`src/rtl/wp_pkg.sv`:
```
`timescale 1ns/100ps
package wp_pkg;
    // command data codes
    localparam logic [7:0] KEY_FIRST  = 8'hAA;
    localparam logic [7:0] KEY_SECOND = 8'h55;
    localparam logic [7:0] OP_UNLOCK  = 8'hA0;
    localparam logic [7:0] OP_DIS_PFX = 8'h80;
    localparam logic [7:0] OP_DIS_FIN = 8'h20;

    // matcher position: number of command bytes matched so far
    typedef enum logic [2:0] {
        ST_IDLE,
        ST_ONE,
        ST_TWO,
        ST_DIS3,
        ST_DIS4,
        ST_DIS5
    } seq_step_e;
endpackage

```
`src/rtl/wp_gap_timer.sv`:
```
`timescale 1ns/100ps
module wp_gap_timer #(
    parameter int GAP_CYC = 30000
) (
    input  logic clk,
    input  logic rst_n,
    input  logic stb,
    input  logic armed,
    output logic expire
);
    localparam int CW = $clog2(GAP_CYC + 1);
    localparam logic [CW-1:0] LAST = CW'(GAP_CYC - 1);

    typedef struct packed {
        logic [CW-1:0] cnt;
    } gap_state_t;

    gap_state_t st_d, st_q;

    always_comb begin
        st_d = st_q;
        if (stb) begin
            st_d.cnt = '0;
        end else if (st_q.cnt != LAST) begin
            st_d.cnt = st_q.cnt + CW'(1);
        end
        expire = armed && !stb && (st_q.cnt == LAST);
    end

    always_ff @(posedge clk or negedge rst_n) begin
        if (!rst_n) begin
            st_q <= '0;
        end else begin
            st_q <= st_d;
        end
    end
endmodule

```
`src/rtl/wp_seq_matcher.sv`:
```
`timescale 1ns/100ps
module wp_seq_matcher
    import wp_pkg::*;
#(
    parameter int ADDR_W = 13,
    parameter int DATA_W = 8,
    parameter logic [ADDR_W-1:0] A_PRI = 13'h1555,
    parameter logic [ADDR_W-1:0] A_ALT = 13'h0AAA
) (
    input  logic              clk,
    input  logic              rst_n,
    input  logic              clr,
    input  logic              stb,
    input  logic [ADDR_W-1:0] addr,
    input  logic [DATA_W-1:0] data,
    input  logic              expire,
    output logic              hit,
    output logic              unlock_fire,
    output logic              disable_fire,
    output logic              busy
);
    typedef struct packed {
        seq_step_e step;
    } match_state_t;

    match_state_t st_d, st_q;
    logic at_pri, at_alt;

    always_comb begin
        st_d         = st_q;
        hit          = 1'b0;
        unlock_fire  = 1'b0;
        disable_fire = 1'b0;
        at_pri       = (addr == A_PRI);
        at_alt       = (addr == A_ALT);
        if (clr) begin
            st_d.step = ST_IDLE;
        end else if (stb) begin
            st_d.step = ST_IDLE;
            unique case (st_q.step)
                ST_IDLE: if (at_pri && data == DATA_W'(KEY_FIRST)) begin
                    hit = 1'b1; st_d.step = ST_ONE;
                end
                ST_ONE: if (at_alt && data == DATA_W'(KEY_SECOND)) begin
                    hit = 1'b1; st_d.step = ST_TWO;
                end
                ST_TWO: begin
                    if (at_pri && data == DATA_W'(OP_UNLOCK)) begin
                        hit = 1'b1; unlock_fire = 1'b1;
                    end else if (at_pri && data == DATA_W'(OP_DIS_PFX)) begin
                        hit = 1'b1; st_d.step = ST_DIS3;
                    end
                end
                ST_DIS3: if (at_pri && data == DATA_W'(KEY_FIRST)) begin
                    hit = 1'b1; st_d.step = ST_DIS4;
                end
                ST_DIS4: if (at_alt && data == DATA_W'(KEY_SECOND)) begin
                    hit = 1'b1; st_d.step = ST_DIS5;
                end
                ST_DIS5: if (at_pri && data == DATA_W'(OP_DIS_FIN)) begin
                    hit = 1'b1; disable_fire = 1'b1;
                end
                default: st_d.step = ST_IDLE;
            endcase
        end else if (expire) begin
            st_d.step = ST_IDLE;
        end
        busy = (st_q.step != ST_IDLE);
    end

    always_ff @(posedge clk or negedge rst_n) begin
        if (!rst_n) begin
            st_q.step <= ST_IDLE;
        end else begin
            st_q <= st_d;
        end
    end
endmodule

```
`src/rtl/wp_guard.sv`:
```
`timescale 1ns/100ps
module wp_guard #(
    parameter int ADDR_W  = 13,
    parameter int DATA_W  = 8,
    parameter int GAP_CYC = 30000,
    parameter logic [ADDR_W-1:0] A_PRI = 13'h1555,
    parameter logic [ADDR_W-1:0] A_ALT = 13'h0AAA
) (
    input  logic              clk,
    input  logic              rst_n,
    input  logic              pwr_ok,
    input  logic              wr_stb,
    input  logic [ADDR_W-1:0] wr_addr,
    input  logic [DATA_W-1:0] wr_data,
    input  logic              prog_done,
    output logic              prot_on,
    output logic              auth_open,
    output logic              suppress,
    output logic              commit_ok
);
    typedef struct packed {
        logic prot;
        logic pend;
        logic auth;
    } guard_state_t;

    guard_state_t st_d, st_q;

    logic stb_live, m_stb, m_hit, m_unlock, m_disable, m_busy, gap_expire;

    assign stb_live = wr_stb && pwr_ok;
    assign m_stb    = stb_live && !st_q.auth;

    wp_seq_matcher #(
        .ADDR_W(ADDR_W), .DATA_W(DATA_W), .A_PRI(A_PRI), .A_ALT(A_ALT)
    ) u_match (
        .clk(clk), .rst_n(rst_n), .clr(!pwr_ok), .stb(m_stb),
        .addr(wr_addr), .data(wr_data), .expire(gap_expire),
        .hit(m_hit), .unlock_fire(m_unlock), .disable_fire(m_disable),
        .busy(m_busy)
    );

    wp_gap_timer #(.GAP_CYC(GAP_CYC)) u_gap (
        .clk(clk), .rst_n(rst_n), .stb(stb_live),
        .armed(m_busy || st_q.auth), .expire(gap_expire)
    );

    always_comb begin
        st_d = st_q;
        if (prog_done && st_q.pend) begin
            st_d.prot = 1'b1;
            st_d.pend = 1'b0;
        end
        if (m_unlock) begin
            st_d.auth = 1'b1;
            if (!st_q.prot) st_d.pend = 1'b1;
        end
        if (m_disable) begin
            st_d.prot = 1'b0;
            st_d.pend = 1'b0;
        end
        if (gap_expire) st_d.auth = 1'b0;
        if (!pwr_ok) begin
            st_d.prot = st_q.prot;
            st_d.pend = 1'b0;
            st_d.auth = 1'b0;
        end
        suppress  = m_hit;
        commit_ok = stb_live && !m_hit && (st_q.auth || !st_q.prot);
    end

    always_ff @(posedge clk or negedge rst_n) begin
        if (!rst_n) begin
            st_q <= '0;
        end else begin
            st_q <= st_d;
        end
    end

    assign prot_on   = st_q.prot;
    assign auth_open = st_q.auth;
endmodule

```
`config.mk`:
```
export PLATFORM = sky130hd
export DESIGN_NAME = wp_guard
export DESIGN_NICKNAME = d
export VERILOG_FILES = /design/src/rtl/wp_pkg.sv /design/src/rtl/wp_gap_timer.sv /design/src/rtl/wp_seq_matcher.sv /design/src/rtl/wp_guard.sv
export SDC_FILE = /design/constraint.sdc
export NUM_CORES = 1
export LEC_CHECK = 0
export ABC_AREA = 1
export BUFFER_PORTS_ARGS = -buffer_cell sky130_fd_sc_hd__buf_2
export CAP_MARGIN = 5
export CORE_MARGIN = 2
export CORE_UTILIZATION = 25
export DETAILED_ROUTE_END_ITERATION = 12
export GPL_ROUTABILITY_DRIVEN = 1
export PLACE_DENSITY = 0.51
export SLEW_MARGIN = 20
export SYNTH_ARGS = -nofsm -noshare
export SYNTH_HDL_FRONTEND = slang
export SYNTH_HIERARCHICAL = 1
export SYNTH_SLANG_ARGS = --single-unit
```
`constraint.sdc`:
```
create_clock -name clk -period 1.6 [get_ports clk]
set_input_delay 0 -clock clk [delete_from_list [all_inputs] [get_ports clk]]
set_output_delay 0 -clock clk [all_outputs]
set_load 0.02 [all_outputs]
```
* Yosys cells after proc, flatten, opt, wreduce, memory -nomap -nowiden *
Index checks and enable logic that the tools add are counted.
W data, S select, Z words.

cells by class
  $lt $le $gt $ge = 0
  shift operators = 0
  bitwise operators = 0
  muxes and demuxes = 33
  reduce and logical (&&, ||, !) cells = 25
  divide/modulo/power cells = 0
  add/sub/neg operators = 1
  multipliers = 0
  equality and inequality tests = 16

operator list
  operator                 count
  $mux W15                 2
  $eq A8 B8 Y1 const B     3
  $mux W3                  6
  $mux W1                  17
  $add A15 B1 Y15 const B  1
  $eq A15 B15 Y1 const B   1
  $ne A15 B15 Y1 const B   1
  $pmux W3 S5              1
  $eq A13 B12 Y1 const B   1
  $eq A13 B13 Y1 const B   1
  $logic_and A1 B1 Y1      12
  $mux W2                  6
  $eq A8 B6 Y1 const B     1
  $eq A8 B7 Y1 const B     1
  $eq A3 B2 Y1 const B     2
  $eq A3 B3 Y1 const B     2
  $ne A3 B1 Y1 const B     2
  $logic_not A1 Y1         4
  $pmux W1 S4              1
  $reduce_bool A2 Y1       2
  $reduce_or A2 Y1         2
  $eq A3 B1 Y1 const B     1
  $logic_not A3 Y1         1
  $reduce_bool A3 Y1       1
  other kinds (2)          3

word-level totals
  memories kept = 0
  bits of input ports = 26
  flip-flop bits (word level) = 21
  memory bits (read-only) = 0
  logic and storage cells = 80
  RAM bits = 0
  output and inout bits = 4
  bits in latches = 0

* Logic depth before layout (Yosys ltp) *
  depth after elaboration = 10
  mapped depth = 12
  depth with buffers taken out = 12

* Cells and area by module *
Netlist, hierarchy kept.

by module, submodules not included
  module          seq. area each (um2)  times used  area each (um2)  cells an instance
  wp_gap_timer    375.4                 1           979.7            143
  wp_seq_matcher  75.1                  1           651.9            132
  wp_guard        75.1                  1           171.4            23

* Least setup slack after synthesis *
No wires, ideal clock.

  path kind = register to register
  start point = register u_match/st_q[0] (netlist bit)
  end point = register u_match/st_q[1] (netlist bit)
  required time = 1524 ps
  period minus slack after synthesis = 1591 ps
  path slack = 9 ps
  setup time = 76 ps
  arrival time = 1515 ps
  buffers on the path = 0
  cell stages (with the launch flop) = 10
  path through = dfrtp_1 -> inv_1 -> nand2_1 -> nor2_1 -> inv_1 -> or2_2 -> and3_1 -> nor3_1 -> nand2_1 -> o21ai_1

between the ends
  cells in the longest elaborated chain, start to end = 5
  elaborated cells between the ends (all ways) = 13
  classes of those cells = eq/ne: 5; mux: 3; reduce/logical: 5

ends and longest elaborated chain
  element                           line                  source
  start, declared                   wp_seq_matcher.sv:26  match_state_t st_d, st_q;
  start signal, assigned            wp_seq_matcher.sv:75  st_q <= st_d;
  $reduce_bool A3 Y1                wp_seq_matcher.sv:68  busy = (st_q.step != ST_IDLE);
  named net m_busy                  wp_guard.sv:29        logic stb_live, m_stb, m_hit, m_unlock, m_disable, m_busy, gap_expire;
  $logic_or A1 B1 Y1                wp_guard.sv:45        .armed(m_busy || st_q.auth), .expire(gap_expire)
  $logic_and A1 B1 Y1 (2 in a row)  wp_gap_timer.sv:27    expire = armed && !stb && (st_q.cnt == LAST);
  named net gap_expire              wp_guard.sv:29
  $ne A3 B1 Y1 (no line)            -

The timed path passes the listed nets, and every way through them passes these cells.
A chain may end at the register's enable or synchronous reset.

* Worst setup path in the final report *
  start point = register u_match/st_q[2] (netlist bit)
  end point = output commit_ok

between the ends
  cells in the longest elaborated chain, start to end = 8
  elaborated cells between the ends (all ways) = 14
  classes of those cells = eq/ne: 5; mux: 3; reduce/logical: 6

ends and longest elaborated chain
  element                               line                  source
  $eq A3 B1 Y1 (tied with other cells)  wp_seq_matcher.sv:40  unique case (st_q.step)
  $reduce_or A2 Y1 (no line)            -
  $pmux W1 S4 (*)                       wp_seq_matcher.sv:40
  $mux W1 (*)                           wp_seq_matcher.sv:38  end else if (stb) begin
  $mux W1 (*)                           wp_seq_matcher.sv:36  if (clr) begin
  $logic_not A1 Y1 (*)                  wp_guard.sv:69        commit_ok = stb_live && !m_hit && (st_q.auth || !st_q.prot);
  $logic_and A1 B1 Y1 (*) (2 in a row)  wp_guard.sv:69
  end, declared                         wp_guard.sv:19        output logic commit_ok

Every way passes the cells marked *; elsewhere a longest branch is shown, timed or not.

==> metrics.md <==
| Metric | Value |
|---|---|
| Number of synthesized register bits | `21` |
| Area delta synth->final | `30.1%` |
| Worst Clk Skew | `0.00442 ns` |
| GRT Overall Usage | `0.122` |
| WL final | `4320 µm` |
| Mapped Area | `1800 µm²` |
| Worst-Skew Late Latency | `0.26 ns` |
| Residual DRC | `0` |
| Total power | `1.24 mW` |
| First-pass GRT wire length | `7800 µm` |
| Power Internal | `0.851 mW` |
| Sum Neg Setup Slack | `-0.180 ns` |
| Number of antenna violations at the first check in global routing | `0` |
| Worst Hold Depth | `3` |
| Drt first pass iters | `4` |
| Leakage power | `1.20 nW` |
| Relative slew slack | `0.672` |
| Hold WC Path Type | `in -> reg` |
| Max Cap Viol | `0` |
| Post-synth top flop | `dfrtp_1` |
| Critical path capture point type | `output pin` |
| Layout cells sized above 1 | `0.264` |
| WS Path Type | `reg -> out` |
| Largest net degree at the start of global routing | `22` |
| Fin Hold WS | `0.0249 ns` |
| Clk pwr share | `0.290` |
| Pre-CTS WS | `-0.0322 ns` |
| Reg2reg start | `u_match/st_q[0]` |
| Yosys cell types | `26` |
| Result of the run | `complete, but fails checks` |
| RSZ-0062 raised after global routing | `true` |
| Gp weighted congestion | `0.843` |
| Die extent in x | `88.9 µm` |
| Syn nets | `326` |
| Initial DRC Count | `72` |
| Post-route ant nets | `0` |
| Starting Density | `0.262` |
| Root Driver | `clkbuf_8` |
| Vias | `1873` |
| Nets | `381` |
| Count of flip-flops with a built-in enable after synthesis | `0` |
| Final HPWL DP | `3470 µm` |
| Pwr per Cell Area | `527 nW/µm²` |
| Switching Share | `0.311` |
| Setup violators final | `2` |
| R2R cell count | `9` |
| Grt total ovfl | `0` |
| R2r setup slk | `0.05 ns` |
| Worst EP arrival | `1.70 ns` |
| Ranking of synthesized cells by area | `dfrtp_1 (29%), nand2_1 (17%), nor2_1 (13%), inv_1 (11%), nand3_1 (6.4%)` |
| Number of global-route vias before repair | `1834` |
| Crit start category | `flop` |
| Core area | `6870 µm²` |
| Worst hold endpoint | `auth_open` |
| Diode count | `0` |
| Vias per Instance | `4.18` |
| Post-synth ARST share | `1.00` |
| Num ports | `30` |
| Failing checks | `negative setup slack` |
| Sequential share of power | `0.498` |
| Clk sink count | `21` |
| Worst-Margin Slew | `0.491 ns` |
| F_max | `588 MHz` |
| Cts bufs inserted | `3` |
| Final min period | `1.70 ns` |
| Post-synth top area share | `0.291` |
| Final Util | `0.342` |
| Min-delay src | `pwr_ok` |
| CTS clk-pin slew, worst paths | `0.08 ns` |
| Number of I/O port buffers | `29` |
| Fill cells | `771` |
| FP Rows | `30` |
| Switching power | `0.385 mW` |
| Worst vdd ir | `0.214 mV` |
| Seq/Total Area, Yosys | `0.291` |
| Syn_area_per_cell | `6.05 µm²` |
| Die area | `7910 µm²` |
| Tcrit/Tclk final | `1.06` |
| Clk buf depth | `2` |
| Cell taking the most area after synthesis | `dfrtp_1` |
| Mapped Cells | `298` |
| Die Y | `88.9 µm` |
| CP Max Fanout | `6` |
| Final Hold Viols | `0` |
| Max Slew Vio Count | `0` |
| Final worst setup slack | `-0.100 ns` |
| Combinational Power Share | `0.212` |
| Footprint of the multi-input gates | `1100 µm²` |
| Yosys warning count | `6` |
| Register Area | `526 µm²` |
| H-tree levels | `1` |
| TritonCTS clock tree | `done` |
| Routed WL per cell | `9.64 µm` |
| Worst r2r dst | `u_match/st_q[1]` |
| WP data required | `1.60 ns` |
-- layout by cell type, fill, tap and decap left out, types with 5 or more instances in the layout --
master	instances
a21oi_1	5
buf_2	28
buf_4	19
dfrtp_1	21
inv_1	50
inv_2	6
nand2_1	77
nand2_2	6
nand3_1	23
nand4_1	9
nor2_1	58
nor2_2	8
nor3_1	5
-- layer usage --
layer / vias up / part of all wire / GRT usage
met1: 825 / 0.53 / 0.174
met3: 6 / 0.025 / 0.0120
met5: - / 0 / 0
met4: 0 / 0.016 / 0.0386
li1: 1018 / - / -
met2: 24 / 0.43 / 0.193
-- cell type report --
| cell class | count | share of cell area |
|---|---|---|
| clock buffers | 3 | 0.0176 |
| clock inverters | 1 | 0.00213 |
| inverters | 56 | 0.0896 |
| multi-input cells | 218 | 0.468 |
| flip-flops and latches | 21 | 0.224 |
| well taps | 96 | 0.0512 |
| repair buffers | 53 | 0.148 |
-- sequential cells by signal, summed over array words and instances, names as in the netlist --
signal,count
st_q,1
u_gap/st_q,15
auth_open,1
prot_on,1
u_match/st_q,3
-- critical path, cell delays in order, from the launching register on --
cell and delay [ns]:
dfrtp_1 0.40, buf_6 0.14, nand2_2 0.08, nor2_4 0.04, nand2_1 0.05, nor2_1 0.04, nand2_1 0.09, nand2_2 0.07
nor2_2 0.09, nand3_2 0.06, nand2_1 0.07, inv_2 0.05, nor3_2 0.10, buf_4 0.16
-- kinds of logic after synthesis --
| kind of cell | after synthesis | synth area share |
|---|---|---|
| XOR/XNOR | 3 | 0.0146 |
| AO/OA/AOI/OAI | 8 | 0.0222 |
| adder cells (fa/ha/maj) | 2 | 0.0139 |
| flip-flops | 21 | 0.291 |
| buffers and inverters | 59 | 0.128 |
| AND/OR/NAND/NOR | 205 | 0.530 |
-- metrics by stage --
stage	instance area, µm²	cells
after floorplan	1800	298
after global placement	2170	436
after detailed placement	2170	436
after CTS	2320	450
after global routing	2350	448
final	2350	448
-- power groups by stage --
| stage | Sequential, mW | Clock, mW | Combinational [mW] |
|---|---|---|---|
| 2_1_floorplan | 0.621 | 0 | 0.157 |
| 5_1_grt | 0.624 | 0.391 | 0.307 |
| 3_3_place_gp | 0.624 | 0 | 0.255 |
| 6_report | 0.616 | 0.358 | 0.262 |
| 4_1_cts | 0.615 | 0.376 | 0.265 |
| 3_5_place_dp | 0.627 | 0 | 0.255 |
-- worst max path at each step --
stage               slack [ns]  cells after the start            start              end
finish                   -0.10                     13  u_match/st_q[2]        commit_ok
global route             -0.24                     13  u_match/st_q[2]        commit_ok
CTS                      -0.09                     13  u_match/st_q[1]        commit_ok
detailed placement       -0.03                      9  u_match/st_q[1]  u_match/st_q[1]
global placement         0.007                      9  u_match/st_q[1]  u_match/st_q[2]
floorplan                0.009                      9  u_match/st_q[0]  u_match/st_q[1]
-- timing repair --
action                     CTS  global route
pin swaps                    4             8
hold buffers                 3             0
setup endpoints to repair    5             8
setup buffers                7             1
gates resized for setup      7            11
hold endpoints to repair    23             0
-- synthesized netlist by cell type (2+ instances only) --
cell and number:
inv_1 51, xor2_1 2, nand2_2 4, nand3_1 23
or2_2 3, nor2_1 61, nor2_4 2, o21ai_1 2
nand4_1 9, a21oi_1 6, nor3_1 7, ha_1 2
inv_2 5, nand2_1 80, dfrtp_1 21, nand3_2 3
nor2_2 7, nor3_2 2
No activity file was read; power rests on OpenSTA's default activity.
